**src/rtl/ss_ramp_pkg.sv**
```systemverilog
package ss_ramp_pkg;
  typedef enum logic [1:0] {
    ST_IDLE  = 2'd0,
    ST_WAIT  = 2'd1,
    ST_RAMP  = 2'd2,
    ST_DONE  = 2'd3
  } ss_state_e;
endpackage

```
**src/rtl/ss_tick_timer.sv**
```systemverilog
module ss_tick_timer #(
  parameter int CNT_W = 14
) (
  input  logic             clk_i,
  input  logic             rst_ni,
  input  logic             clr_i,
  input  logic             load_i,
  input  logic [CNT_W-1:0] load_val_i,
  input  logic             tick_i,
  output logic             zero_o,
  output logic             last_o
);
  logic [CNT_W-1:0] cnt_q;

  always_ff @(posedge clk_i or negedge rst_ni) begin
    if (!rst_ni)                       cnt_q <= '0;
    else if (clr_i)                    cnt_q <= '0;
    else if (load_i)                   cnt_q <= load_val_i;
    else if (tick_i && cnt_q != '0)    cnt_q <= cnt_q - 1'b1;
  end

  assign zero_o = (cnt_q == '0);
  // final tick of the current interval
  assign last_o = tick_i && (cnt_q == CNT_W'(1));
endmodule

```
**src/rtl/ss_ref_stepper.sv**
```systemverilog
module ss_ref_stepper #(
  parameter int REF_W = 8,
  parameter int STEP  = 1
) (
  input  logic             clk_i,
  input  logic             rst_ni,
  input  logic             clr_i,
  input  logic             step_i,
  input  logic [REF_W-1:0] tgt_i,
  output logic [REF_W-1:0] ref_o,
  output logic             at_tgt_o
);
  logic [REF_W-1:0] ref_q;
  logic [REF_W-1:0] gap;

  assign gap = tgt_i - ref_q;

  always_ff @(posedge clk_i or negedge rst_ni) begin
    if (!rst_ni)        ref_q <= '0;
    else if (clr_i)     ref_q <= '0;
    else if (step_i) begin
      if (gap <= REF_W'(STEP)) ref_q <= tgt_i;  // clamp on last step
      else                     ref_q <= ref_q + REF_W'(STEP);
    end
  end

  assign ref_o    = ref_q;
  assign at_tgt_o = (ref_q == tgt_i);
endmodule

```
**src/rtl/ss_ramp_seq.sv**
```systemverilog
module ss_ramp_seq
  import ss_ramp_pkg::*;
#(
  parameter int CFG_W      = 16,
  parameter int RISE_W     = 10,
  parameter int REF_W      = 8,
  parameter int TICKS_UNIT = 250,
  parameter int STEP       = 1
) (
  input  logic             clk_i,
  input  logic             rst_ni,
  input  logic             en_i,
  input  logic [CFG_W-1:0] cfg_i,
  input  logic [REF_W-1:0] target_i,
  input  logic             tick_i,
  output logic             pulse_en_o,
  output logic [REF_W-1:0] ref_o,
  output logic             done_o
);
  localparam int DLY_W   = CFG_W - RISE_W;
  localparam int DLY_MAX = ((1 << DLY_W) - 1) * TICKS_UNIT;
  localparam int MAX_CNT = (DLY_MAX > (1 << RISE_W)) ? DLY_MAX : (1 << RISE_W);
  localparam int CNT_W   = $clog2(MAX_CNT + 1);

  ss_state_e        state_q, state_d;
  logic             en_q;
  logic [DLY_W-1:0] dly_q;
  logic [RISE_W-1:0] rise_q;
  logic [REF_W-1:0] tgt_q;

  logic             start;
  logic             tmr_load, tmr_zero, tmr_last;
  logic [CNT_W-1:0] tmr_val;
  logic             ref_clr, ref_step, at_tgt;
  logic [RISE_W-1:0] rise_eff;

  assign start    = en_i && !en_q && (state_q == ST_IDLE);
  assign rise_eff = (cfg_i[RISE_W-1:0] == '0) ? RISE_W'(1) : cfg_i[RISE_W-1:0];

  always_ff @(posedge clk_i or negedge rst_ni) begin
    if (!rst_ni) begin
      state_q <= ST_IDLE;
      en_q    <= 1'b0;
      dly_q   <= '0;
      rise_q  <= '0;
      tgt_q   <= '0;
    end else begin
      state_q <= state_d;
      en_q    <= en_i;
      if (start) begin
        dly_q  <= cfg_i[CFG_W-1:RISE_W];
        rise_q <= rise_eff;
        tgt_q  <= target_i;
      end
    end
  end

  always_comb begin
    state_d  = state_q;
    tmr_load = 1'b0;
    tmr_val  = '0;
    ref_clr  = 1'b0;
    ref_step = 1'b0;
    if (!en_i) begin
      state_d = ST_IDLE;
      ref_clr = 1'b1;
    end else begin
      unique case (state_q)
        ST_IDLE: if (start) begin
          state_d  = ST_WAIT;
          tmr_load = 1'b1;
          tmr_val  = CNT_W'(cfg_i[CFG_W-1:RISE_W]) * CNT_W'(TICKS_UNIT);
        end
        ST_WAIT: if (tmr_zero) begin
          state_d  = ST_RAMP;
          tmr_load = 1'b1;
          tmr_val  = CNT_W'(rise_q);
          ref_clr  = 1'b1;
        end
        ST_RAMP: begin
          if (at_tgt) state_d = ST_DONE;
          else if (tmr_last) begin
            ref_step = 1'b1;
            tmr_load = 1'b1;
            tmr_val  = CNT_W'(rise_q);
          end
        end
        ST_DONE: ;
        default: state_d = ST_IDLE;
      endcase
    end
  end

  ss_tick_timer #(.CNT_W(CNT_W)) u_timer (
    .clk_i      (clk_i),
    .rst_ni     (rst_ni),
    .clr_i      (!en_i),
    .load_i     (tmr_load),
    .load_val_i (tmr_val),
    .tick_i     (tick_i),
    .zero_o     (tmr_zero),
    .last_o     (tmr_last)
  );

  ss_ref_stepper #(.REF_W(REF_W), .STEP(STEP)) u_ref (
    .clk_i    (clk_i),
    .rst_ni   (rst_ni),
    .clr_i    (ref_clr),
    .step_i   (ref_step),
    .tgt_i    (tgt_q),
    .ref_o    (ref_o),
    .at_tgt_o (at_tgt)
  );

  assign pulse_en_o = (state_q == ST_RAMP) || (state_q == ST_DONE);
  assign done_o     = (state_q == ST_DONE);

  // dly_q kept for observability of the captured word
  logic unused_dly;
  assign unused_dly = ^dly_q;
endmodule


```
**config.mk**
```make
export PLATFORM = sky130hd
export DESIGN_NAME = ss_ramp_seq
export DESIGN_NICKNAME = d
export VERILOG_FILES = /design/src/rtl/ss_ramp_pkg.sv /design/src/rtl/ss_tick_timer.sv /design/src/rtl/ss_ref_stepper.sv /design/src/rtl/ss_ramp_seq.sv
export SDC_FILE = /design/constraint.sdc
export NUM_CORES = 1
export LEC_CHECK = 0
export BUFFER_PORTS_ARGS = -buffer_cell sky130_fd_sc_hd__clkbuf_2
export CELL_PAD_IN_SITES_DETAIL_PLACEMENT = 0
export CELL_PAD_IN_SITES_GLOBAL_PLACEMENT = 1
export CORE_ASPECT_RATIO = 0.5
export CORE_MARGIN = 2
export CORE_UTILIZATION = 43
export CTS_BUF_LIST = sky130_fd_sc_hd__clkbuf_2
export DETAILED_ROUTE_END_ITERATION = 12
export GPL_ROUTABILITY_DRIVEN = 0
export GPL_TIMING_DRIVEN = 0
export PLACE_DENSITY = 0.81
export SETUP_SLACK_MARGIN = 0.05
export SLEW_MARGIN = 10
export SYNTH_ARGS = -nofsm -noshare
export SYNTH_HDL_FRONTEND = slang
export SYNTH_HIERARCHICAL = 1
export SYNTH_SLANG_ARGS = --single-unit
```
**constraint.sdc**
```tcl
create_clock -name clk_i -period 3.2 [get_ports clk_i]
set_clock_uncertainty 0.15 [all_clocks]
set_input_delay 0.16 -clock clk_i [delete_from_list [all_inputs] [get_ports clk_i]]
set_output_delay 0.16 -clock clk_i [all_outputs]
set_load 0.01 [all_outputs]
```
# After elaboration in Yosys (flattened, before gate mapping)
# Index checks and enable logic that the tools add are counted.
# totals
in_bits,28
ff_bits,43
elab_cells,60
# classes
n_reduce_logical,12
n_lt_le_gt_ge,1
n_mux,27
add_sub_neg,3
eq_ne,10
n_mul,1
# ops
op,count
$mux 14,4
$pmux 14 s3,1
$mux 10,4
$mux 8,3
$eq 14x1->1 const B,1
$logic_not 14->1,1
$reduce_bool 14->1,1
$sub 14x1->14 const B,1
$mul 6x7->13 const B,1
$logic_not 10->1,1
$mux 1,9
$ne 3x3->1 const B,3
$add 8x1->8 const B,1
$eq 8x8->1,1
$le 8x1->1 const B,1
$mux 2,4
$sub 8x8->8,1
$pmux 2 s3,1
$eq 2x2->1 const B,2
$logic_and 1x1->1,4
$ne 4x1->1 const B,1
$reduce_and 4->1,1
$ne 3x1->1 const B,1
$pmux 1 s3,1
other kinds (5),5

# Depth between registers and ports, before layout
# Gate-level depths: netlist (run 1).
# logic_depth
depth_word,8
depth_mapped,17
mapped_depth_nobuf,17

# By module
# Netlist (run 1), hierarchy kept.
# by_module_without_submodules
mod,n_inst,area_per_inst_um2,cells_each
ss_ramp_seq,1,2068.2,244
ss_tick_timer,1,1103.6,119
ss_ref_stepper,1,900.9,112

# Worst setup path after synthesis (run 1)
# OpenSTA, ideal clock, no wires.
# synth_timing
path_type,in2reg
startpoint,input cfg_i[13]
endpoint,register u_timer.cnt_q[11]
path_buffers,0
setup_time_ps,78
slack_ps,-243
required_ps,2972
path_stages,15
arrival_ps,3215
cell_sequence,fa_1 inv_1 fa_1 fa_1 inv_1 ha_1 o21a_1 o31ai_4 a21boi_1 o21a_1 nor3_2 nand2_1 o41ai_1 o21ai_0 a21oi_1
# synth_via
elab_chain_len,5
# synth_rtl
element,line_no,source
from (decl),ss_ramp_seq.sv:13,"input logic [CFG_W-1:0] cfg_i,"
$mul 6x7->13,ss_ramp_seq.sv:72,tmr_val = CNT_W'(cfg_i[CFG_W-1:RISE_W]) * CNT_W'(TICKS_UNIT);
$mux 14,ss_ramp_seq.sv:69,ST_IDLE: if (start) begin
$pmux 14 s3,ss_ramp_seq.sv:68,unique case (state_q)
named net tmr_val[11],ss_ramp_seq.sv:33,logic [CNT_W-1:0] tmr_val;
$mux 14,ss_tick_timer.sv:18,else if (load_i) cnt_q <= load_val_i;
$mux 14,ss_tick_timer.sv:17,else if (clr_i) cnt_q <= '0;
to (signal assigned),ss_tick_timer.sv:18,
to (signal assigned),ss_tick_timer.sv:19,else if (tick_i && cnt_q != '0) cnt_q <= cnt_q - 1'b1;
to (decl),ss_tick_timer.sv:13,logic [CNT_W-1:0] cnt_q;
# The timed path passes the listed nets, and every way through them passes these cells.
# A chain may end at the register's enable or synchronous reset.

# Worst setup path in the final report (run 1)
# layout_timing
startpoint,input cfg_i[11]
endpoint,register u_timer.cnt_q[9]
# Same word-level chain as after synthesis.

==> impl_metrics.tcl, run 1 <==
set metrics [dict create \
    status "complete, no violations" \
    path_buf_inv 4 \
    fmax_mhz 316 \
    slowest_delay_ns 0.63 \
    r2r_end "u_timer/cnt_q[5]" \
    io_pins 38 \
    worstSetupEndpoint "u_timer/cnt_q[9]" \
    grt.overflow.total 0 \
    r2r-start "u_timer/cnt_q[11]" \
    ys_ff_latch 43 \
    worst_pin_slew_ns 1.01 \
    rsz0062_at_grt "yes" \
    num_vias 3667 \
    grt_pass1_wl_um 17300 \
    area_growth_pct 21.9 \
    htreeDepth 2 \
    drv_cap 0 \
    clock-sinks 43 \
    slew_violations 0 \
    cp_max_fo 3 \
    fin_crit_ns 3.16 \
    yosys.area_share.simple_pct 24.8 \
    core_area_sq_um 9320 \
    synthMuxAreaShare_pct 0.983 \
    crit_start "cfg_i[11]" \
    path_common_cell "fa_2" \
    finalHoldViolCount 0 \
    cts_tree "built" \
    finalSetupViolations 0 \
    synth_area_per_cell_sq_um 8.57 \
    die_h_um 72.8 \
    cpLargestDelayFamily "adder cells" \
    reg2reg_slack_ns 0.23 \
    crit_type "input port to flop" \
    path_clk_slew_ns 0.22 \
    p_leak_nw 2.32 \
    relSlewSlack_pct 32.7 \
    p_per_area_nw_per_um2 771 \
    synthXorXnorAreaFrac_pct 2.15 \
    clk_path_buf_depth 2 \
    grt_usage_pct 21.0 \
    hpwlAfterDp_um 7600 \
    die_area_sq_um 10300 \
    synth_compound_area_share_pct 19.5 \
    layout_setup_ws_ns 0.0371 \
    drive_above_1_share_pct 23.3 \
    avgRoutedWirePerCell_um 15.6 \
    fin_nets 631 \
    syn_nets 554 \
    crit_chain "buf_12, fa_2, buf_4, ha_1, inv_1, fa_2, buf_4, fa_2, nor2b_4, o21ai_0, a21oi_1, a22oi_2, nor2_1, nor2_1, a2111oi_2" \
    synth_top_family_by_area "simple AND/OR/NAND/NOR gates" \
    async_reset_ff_share_pct 100 \
    start_util_pct 43.7 \
    syn_inst 475 \
    min_path_type "input port to flop" \
    vias_per_cell 5.44 \
    synth-edff-count 0 \
    fin_cells 674 \
    diodes 0 \
    grt_max_degree 44 \
    firstDrtPassIters 4 \
    min_period_over_period_pct 98.8 \
    place_ws_ns -0.727 \
    rows 25 \
    worst_r2r_path_depth 15 \
    cts-buffers-inserted 5 \
    drcViolationCount 0 \
    setup_tns_ns 0 \
    synth_area_sq_um 4070 \
    cp_data_required_time_ns 3.38 \
    whs_ns 0.155 \
    cts-root-buf "clkbuf_2" \
    grt_pass1_vias 3577 \
    antenna_found_initial 0 \
    ys_seq_area_share_pct 26.4 \
    arrival_ns 3.34 \
    clkLatencyLatePin_ns 0.43 \
    dp_cells 633 \
    crit_cells 15 \
    dieWidth_um 142 \
    end_kind "flop" \
    drtIter0Drc 204 \
    synthAdderAreaFrac_pct 18.2 \
    yosys_most_used_dff "dfrtp_1" \
    ir_drop_mv 0.311 \
    antenna_left 0 \
    ys_warn_count 6 \
    wl_um 10500 \
    slowest_stage "fa_2" \
    synth_cell_type_count 79 \
    critPathLaunchType "input port" \
    numPortBuffers 37 \
]
## how the worst min path moves through the flow
stage,end,from,cells after the start
after floorplan,en_q,rst_ni,0
after global placement,tgt_q[4],target_i[4],3
after detailed placement,tgt_q[4],target_i[4],3
after CTS,u_timer/cnt_q[1],cfg_i[10],5
after global routing,u_timer/cnt_q[1],cfg_i[10],5
final,u_timer/cnt_q[1],cfg_i[10],5
## Yosys cell counts, drive strengths merged (4+ instances only)
master / instances / area, sq um
a211oi: 8 / 65.1
a21oi: 21 / 128
a22oi: 7 / 52.6
a31oi: 4 / 25.0
and3: 9 / 56.3
buf: 12 / 78.8
clkbuf: 5 / 22.5
dfrtp: 43 / 1080
fa: 14 / 280
ha: 37 / 463
inv: 55 / 206
mux2i: 4 / 40.0
nand2: 78 / 300
nand2b: 5 / 31.3
nand3: 10 / 50.1
nor2: 37 / 144
nor2b: 6 / 52.6
nor3: 9 / 50.1
nor4: 11 / 103
o21ai: 15 / 78.8
o22a: 4 / 35.0
o311ai: 5 / 43.8
o41ai: 4 / 53.8
or2: 5 / 31.3
or3: 5 / 36.3
or4: 5 / 41.3
xnor2: 6 / 52.6
xor2: 4 / 35.0
## power by group
group          internal (mW)  leakage (nW)  total [mW]  switching, mW
sequential             0.736         0.557       0.919          0.184
clock                 0.0596        0.0330       0.251          0.191
combinational           1.18          1.73        2.66           1.48
total                   1.98          2.32        3.83           1.85
## layout by cell type (no fill, tap or decap), types with 9 or more instances in the layout
cell type / instances
a21oi_1: 17
dfrtp_1: 40
buf_4: 14
nor2_1: 35
inv_1: 51
dlygate4sd3_1: 21
nand3_1: 10
ha_1: 31
buf_6: 9
clkbuf_2: 37
and3_1: 9
o21ai_0: 11
nand2_1: 75
fa_1: 10
## state kept, by name, summed over array words and instances (netlist names)
signal,count
tgt_q,8
u_timer/cnt_q,14
state_q,2
u_ref/ref_o,8
en_q,1
rise_q,10
## per-stage QoR
stage,power (mW),area [sq um],utilization [%]
2_1_floorplan,2.77,4120,-
3_3_place_gp,3.28,4450,47.8
3_5_place_dp,3.29,4450,47.8
4_1_cts,3.69,4780,51.2
5_1_grt,4.17,4960,53.3
6_report,3.83,4960,53.3
## tightest hold or removal path: stages
cell and delay (ns):
buf_4 0.13, a22oi_1 0.19, nor2_1 0.06, o21bai_1 0.12
a311oi_1 0.05
## area by class of cell
class	instances	area [sq um]
Fill cell	892	4360
Clock buffer	7	35.0
Timing Repair Buffer	70	532
Sequential cell	43	1080
Buffer	18	131
Multi-Input combinational cell	358	2820
Clock inverter	1	5.00
Inverter	56	215
Tap cell	121	151
## kinds of logic after synthesis
group	count (synthesis)
AND/OR/NAND/NOR	194
AO/OA/AOI/OAI	99
buffers and inverters	74
adder cells (fa/ha/maj)	51
flip-flops	43
XOR/XNOR	10
multiplexers	4
## routing by layer
layer  vias up  share of wire [%]  global-route usage, %
met5         -                  0                      0
met2        63                 48                   35.6
met3        13                3.4                   3.54
met4         0               0.81                   4.33
met1      1776                 48                   28.7
li1       1815                  -                      -
## timing repair
item                       in CTS  in global routing
hold endpoints to repair       63                  0
setup buffers                   4                  8
setup endpoints to repair      14                 14
resized for setup              14                 45
hold buffers                   21                  0
pin swaps                       9                 22
Power figures use the tool's default switching activity.
==> run 2: changes to the inputs <==
--- a/config.mk
+++ b/config.mk
@@ -5,17 +5,17 @@
 export SDC_FILE = /design/constraint.sdc
 export NUM_CORES = 1
 export LEC_CHECK = 0
-export BUFFER_PORTS_ARGS = -buffer_cell sky130_fd_sc_hd__clkbuf_2
 export CELL_PAD_IN_SITES_DETAIL_PLACEMENT = 0
 export CELL_PAD_IN_SITES_GLOBAL_PLACEMENT = 1
-export CORE_ASPECT_RATIO = 0.5
+export CORE_ASPECT_RATIO = 0.8
 export CORE_MARGIN = 2
-export CORE_UTILIZATION = 43
+export CORE_UTILIZATION = 46
 export CTS_BUF_LIST = sky130_fd_sc_hd__clkbuf_2
 export DETAILED_ROUTE_END_ITERATION = 12
+export DONT_BUFFER_PORTS = 1
 export GPL_ROUTABILITY_DRIVEN = 0
 export GPL_TIMING_DRIVEN = 0
-export PLACE_DENSITY = 0.81
+export PLACE_DENSITY = 0.8
 export SETUP_SLACK_MARGIN = 0.05
 export SLEW_MARGIN = 10
 export SYNTH_ARGS = -nofsm -noshare
==> run 2 against run 1 <==
  * Worst hold slack worse by 0.12 ns
  * Critical path depth stayed put
  * First-iteration DRC count is 3.9% higher
  * Routed wire length is 0.28% lower
  * Clock power hardly changed
  * Utilization is 2.0 points higher
  * Cell count is 6.8% lower
  * Cell area is 4.7% lower
  * Critical path type unchanged
==> impl_metrics.tcl, run 2 (synthesized netlist as in run 1, its figures left out) <==
set metrics [dict create \
    cp_max_fo 5 \
    dp_cells 587 \
    die_area_sq_um 9630 \
    status "complete, no violations" \
    dieWidth_um 109 \
    avgRoutedWirePerCell_um 16.7 \
    slew_violations 0 \
    fmax_mhz 324 \
    hpwlAfterDp_um 7710 \
    drcViolationCount 0 \
    switching_share_pct 48.4 \
    largest_reg_flops 14 \
    io_pins 38 \
    end_kind "flop" \
    r2r_end "u_timer/cnt_q[5]" \
    r2r-start "u_timer/cnt_q[0]" \
    vias_per_cell 5.69 \
    clock-sinks 43 \
    grt_pass1_wl_um 17600 \
    p_leak_nw 2.15 \
    critPathLaunchType "input port" \
    worst_pin_slew_ns 0.739 \
    p_sw_mw 1.86 \
    wl_um 10500 \
    largestRegisters "u_timer/cnt_q x14, rise_q x10" \
    cts-buffers-inserted 5 \
    relSlewSlack_pct 50.1 \
    fin_cells 628 \
    clk_path_buf_depth 2 \
    cts_tree "built" \
    min_period_over_period_pct 96.4 \
    ir_drop_mv 0.327 \
    clockPowerShare_pct 6.6 \
    grt_max_degree 44 \
    whs_ns 0.0353 \
    die_h_um 88.2 \
    p_per_area_nw_per_um2 812 \
    finalSetupViolations 0 \
    final_util_pct 55.3 \
    placed_area_sq_um 4260 \
    numPortBuffers 0 \
    core_area_sq_um 8560 \
    power_mw 3.84 \
    combPwrFrac_pct 68.9 \
    antenna_left 0 \
    drv_cap 0 \
    area_growth_pct 16.2 \
    grt.overflow.total 0 \
    internal_power_mw 1.98 \
    diodes 0 \
    finalHoldViolCount 0 \
    start_util_pct 47.6 \
    antenna_found_initial 0 \
    num_vias 3576 \
    worst_r2r_path_depth 15 \
    final_common_cell "nand2_1" \
    rsz0062_at_grt "yes" \
    reg2reg_slack_ns 0.17 \
    stdcell_area_sq_um 4730 \
    largest_register "u_timer/cnt_q" \
    drtIter0Drc 212 \
    grt_pass1_vias 3586 \
    firstDrtPassIters 5 \
    drive_above_1_share_pct 18.6 \
    p_seq_share_pct 24.5 \
    mostFrequentLayoutCells "nand2_1 (75), inv_1 (49), nor2_1 (35), dfrtp_1 (35), ha_1 (31)" \
    arrival_ns 3.27 \
    min_path_type "input port to asynchronous set/reset pin" \
    cp_data_required_time_ns 3.38 \
    fin_nets 594 \
    rows 30 \
    fin_crit_ns 3.08 \
    path_clk_slew_ns 0.25 \
    htreeDepth 2 \
    crit_type "input port to flop" \
    grt_usage_pct 23.4 \
    cts-root-buf "clkbuf_2" \
    clkLatencyLatePin_ns 0.41 \
]
run 2: cell types whose count changed in the layout (fill, tap and decap cells not counted), sizes merged:
cell      before  now
clkbuf        40   10
inv           56   55
buf           33   25
clkinvlp       0    1
clkinv         1    2
run 2: repair_timing:
item / CTS / global route
buffers inserted: 1 / 10
pin swaps: 2 / 22
setup endpoints to repair: 14 / 15
resized for setup: 12 / 30
hold buffers: 22 / 0
hold endpoints to repair: 77 / 0
gates cloned: 0 / 0
run 2: worst max-delay path by stage:
stage                      startpoint                 to  slack [ns]  cells after the start
floorplan                   cfg_i[10]  u_timer/cnt_q[11]       -0.13                     15
global placement     u_timer/cnt_q[0]   u_timer/cnt_q[5]       -0.79                     15
detailed placement   u_timer/cnt_q[0]   u_timer/cnt_q[5]       -0.72                     15
CTS                 u_timer/cnt_q[11]   u_timer/cnt_q[5]        0.06                     15
global route                cfg_i[12]   u_timer/cnt_q[9]       -0.05                     15
finish                      cfg_i[12]   u_timer/cnt_q[9]        0.12                     15
run 2: cell type report:
class,instances,area (sq um)
Fill cell,810,3830
Timing Repair Buffer,33,324
Sequential cell,43,1090
Tap cell,112,140
Buffer,18,136
Clock inverter,2,12.5
Multi-Input combinational cell,358,2790
Clock buffer,6,30.0
Inverter,56,211
run 2: worst max-delay path, cell delays in order:
cell       delay, ns
fa_2            0.58
ha_1            0.24
inv_2           0.06
fa_1            0.42
inv_1           0.08
ha_2            0.21
inv_2           0.05
fa_2            0.41
nor2b_4         0.16
o21ai_2         0.07
a21oi_1         0.16
a22oi_1         0.09
nor2_1          0.16
nor2_1          0.08
a2111oi_2       0.33
run 2: stage by stage:
stage | worst slack [ns] | setup TNS [ns]
floorplan | -0.128 | -0.128
global placement | -0.790 | -7.60
detailed placement | -0.723 | -7.02
CTS | 0.0626 | 0
global route | -0.0550 | -0.0550
finish | 0.116 | 0
run 2: metal layers:
metal  vias up  routed length, um  GRT usage [%]
li1       1742                  -              -
met1      1699               5090           35.1
met2       129               4610           36.4
met3         6                702           3.65
met4         0                 74           3.34
met5         -                  0              0
run 2: power groups by stage:
stage | sequential [mW] | combinational (mW) | clock (mW)
finish | 0.943 | 2.65 | 0.254
global route | 0.973 | 2.93 | 0.279
CTS | 0.941 | 2.43 | 0.259
detailed placement | 0.952 | 2.30 | 0
global placement | 0.942 | 2.27 | 0
floorplan | 0.877 | 1.90 | 0
==> run 3: changes to the inputs <==
--- a/config.mk
+++ b/config.mk
@@ -5,11 +5,12 @@
 export SDC_FILE = /design/constraint.sdc
 export NUM_CORES = 1
 export LEC_CHECK = 0
+export ABC_AREA = 1
 export CELL_PAD_IN_SITES_DETAIL_PLACEMENT = 0
 export CELL_PAD_IN_SITES_GLOBAL_PLACEMENT = 1
 export CORE_ASPECT_RATIO = 0.8
 export CORE_MARGIN = 2
-export CORE_UTILIZATION = 46
+export CORE_UTILIZATION = 43
 export CTS_BUF_LIST = sky130_fd_sc_hd__clkbuf_2
 export DETAILED_ROUTE_END_ITERATION = 12
 export DONT_BUFFER_PORTS = 1
==> run 3 against run 2 <==
  * Sequential cell count stayed put
  * Non-clock buffer count decreased by 18
  * Count of clock-buffer cells in the layout unchanged
==> impl_metrics.tcl, run 3 <==
set metrics [dict create \
    final_common_cell "nand2_1" \
    syn_inst 632 \
    largest_reg_flops 14 \
    met3_length_um 497 \
    largest_register "u_timer/cnt_q" \
    num_vias 3837 \
    grt.overflow.total 0 \
    die_area_sq_um 10600 \
    met2_length_um 4380 \
    syn_nets 711 \
    combPwrFrac_pct 69.7 \
    clockPowerShare_pct 7.0 \
    numPortBuffers 0 \
    diodes 0 \
    drive_above_1_share_pct 11.1 \
    drtIter0Drc 230 \
    slowest_delay_ns 0.59 \
    power_mw 4.52 \
    synth_area_per_cell_sq_um 6.66 \
    finalSetupViolations 0 \
    synth_commonest_cells "nand2_1 (207), inv_1 (114), nand3_1 (53), nor2_1 (52), dfrtp_1 (43)" \
    min_path_type "input port to asynchronous set/reset pin" \
    relSlewSlack_pct 61.1 \
    yosysTopAreaCell "dfrtp_1" \
    antenna_found_initial 0 \
    synth_compound_area_share_pct 6.92 \
    avgRoutedWirePerCell_um 13.6 \
    rows 32 \
    internal_power_mw 2.10 \
    fin_nets 743 \
    grt_pass1_wl_um 18000 \
    arrival_ns 3.14 \
    antenna_left 0 \
    layout_setup_ws_ns 0.264 \
    fin_crit_ns 2.94 \
    switching_share_pct 53.4 \
    p_sw_mw 2.41 \
    synth_area_sq_um 4210 \
    start_util_pct 44.0 \
    ys_ff_latch 43 \
    whs_ns 0.0652 \
    largestRegisters "u_timer/cnt_q x14, rise_q x10" \
    ys_seq_area_share_pct 25.5 \
    grt_usage_pct 21.5 \
    clk_path_buf_depth 2 \
    synth-edff-count 0 \
    clkLatencyLatePin_ns 0.42 \
    cp_data_required_time_ns 3.40 \
    crit_type "input port to flop" \
    cpLargestDelayFamily "adder cells" \
    synth_top_family_by_area "simple AND/OR/NAND/NOR gates" \
    path_common_cell "nand2_1" \
    firstDrtPassIters 4 \
    worst_r2r_path_depth 17 \
    synth_cell_type_count 33 \
    die_h_um 92.5 \
    crit_cells 16 \
    p_leak_nw 2.65 \
    area_growth_pct 15.3 \
    synthMuxAreaShare_pct 0 \
    wl_met1_um 5700 \
    htreeDepth 2 \
    cp_max_fo 5 \
    end_kind "flop" \
    path_clk_slew_ns 0.22 \
    clock-sinks 43 \
    path_buf_inv 2 \
    synth_area_leaders "dfrtp_1 (26%), nand2_1 (18%), ha_1 (11%)" \
    grt_max_degree 44 \
    core_area_sq_um 9570 \
    place_ws_ns -0.200 \
    critPathLaunchType "input port" \
    grt_pass1_vias 3732 \
    ir_drop_mv 0.345 \
    synthAdderAreaFrac_pct 17.6 \
    drcViolationCount 0 \
    slew_violations 0 \
    finalHoldViolCount 0 \
    vias_per_cell 4.90 \
    mostFrequentLayoutCells "nand2_1 (203), inv_1 (109), nor2_1 (51)" \
    p_seq_share_pct 23.3 \
    fmax_mhz 341 \
    dieWidth_um 115 \
    wl_um 10600 \
    crit_chain "fa_1, inv_1, fa_1, fa_1, inv_1, ha_4, nand3_1, nand3_2, nand2_1, nand2_1, nand2_1, nand2_1, nor2_1, or2_2, nand3_1, o21ai_2" \
    top_layer "met4" \
    cts_tree "built" \
    yosys_most_used_dff "dfrtp_1" \
    slowest_stage "fa_1" \
    min_period_over_period_pct 91.7 \
    hpwlAfterDp_um 8300 \
    yosys.area_share.simple_pct 36.1 \
    async_reset_ff_share_pct 100 \
    worst_pin_slew_ns 0.582 \
    rsz0062_at_grt "no" \
    io_pins 38 \
    status "complete, no violations" \
    cts-buffers-inserted 5 \
    p_per_area_nw_per_um2 931 \
    drv_cap 0 \
    cts-root-buf "clkbuf_2" \
    yosysMostFrequentCell "nand2_1" \
    ys_warn_count 6 \
    synthXorXnorAreaFrac_pct 1.66 \
    synth_top_area_share_pct 25.5 \
]
-- run 3: cell count changes after synthesis, sizes merged, moves of 6 or more --
| cell | change |
|---|---|
| a211oi | -8 |
| a22oi | -7 |
| and3 | -9 |
| inv | +64 |
| nand2 | +136 |
| nand3 | +45 |
| nor2 | +21 |
| nor2b | -6 |
| nor3 | -6 |
| nor4 | -11 |
| o21ai | +19 |
-- run 3: what timing repair did --
item,in CTS,in global routing
hold endpoints to repair,74,0
pin swaps,1,1
setup endpoints to repair,14,22
hold buffers,24,0
buffers inserted,0,1
gates resized for setup,11,12
-- run 3: routing by layer --
layer / vias to the layer above / GRT usage (%)
met3: 6 / 3.01
li1: 2006 / -
met2: 83 / 31.9
met1: 1742 / 33.7
met4: 0 / 3.05
met5: - / 0
-- run 3: worst register-to-register path: stages, from the launching register on --
cell,delay [ns]
dfrtp_2,0.51
inv_1,0.11
ha_4,0.30
nand2_1,0.06
nor2_1,0.15
nand4_1,0.13
nor2_2,0.15
inv_1,0.07
nand3_1,0.13
o21ai_4,0.09
inv_1,0.07
o21ai_0,0.07
buf_4,0.18
inv_2,0.11
buf_6,0.17
nand2_2,0.13
nand2_4,0.13
o21ai_0,0.11
-- run 3: final cells by class --
type,instances,area (sq um)
buffer,8,70.1
tap,119,149
timing repair buffer,25,265
sequential,43,1080
inverter,119,449
clock inverter,1,30.0
clock buffer,6,30.0
multi-input combinational,462,2780
fill,953,4710
-- run 3: kinds of logic after synthesis --
group / after synthesis
and+or+nand+nor: 348
buffers and inverters: 127
AOI/OAI and AO/OA: 55
adders and majority gates: 51
DFF: 43
xor gates and xnor gates: 8
-- run 3: through the flow --
step / cells / instance area, sq um / util (%) / TNS [ns]
after floorplan: 632 / 4280 / - / 0
after global placement: 751 / 4430 / 46.3 / -2.09
after detailed placement: 751 / 4430 / 46.3 / -2.25
after CTS: 782 / 4790 / 50.0 / 0
after global routing: 783 / 4850 / 50.7 / 0
final: 783 / 4850 / 50.7 / 0
-- run 3: power groups by stage --
stage / clock network, mW / logic (mW) / registers [mW]
detailed placement: 0 / 2.95 / 1.04
global placement: 0 / 2.90 / 1.05
finish: 0.317 / 3.15 / 1.05
global route: 0.351 / 3.62 / 1.09
CTS: 0.326 / 3.04 / 1.04
floorplan: 0 / 2.42 / 0.965
-- run 3: final timing paths --
kind / startpoint / end / slack, ns
worst max-delay path: cfg_i[12] / u_timer/cnt_q[12] / 0.26
worst min-delay path: rst_ni / u_timer/cnt_q[5] / 0.07
worst max register to register: u_ref/ref_o[2] / u_timer/cnt_q[4] / 0.29
worst min register to register: u_timer/cnt_q[13] / u_timer/cnt_q[13] / 0.37
max in group asynchronous: rst_ni / u_ref/ref_o[4] / 2.64
min in group clk_i: cfg_i[12] / u_timer/cnt_q[3] / 0.12
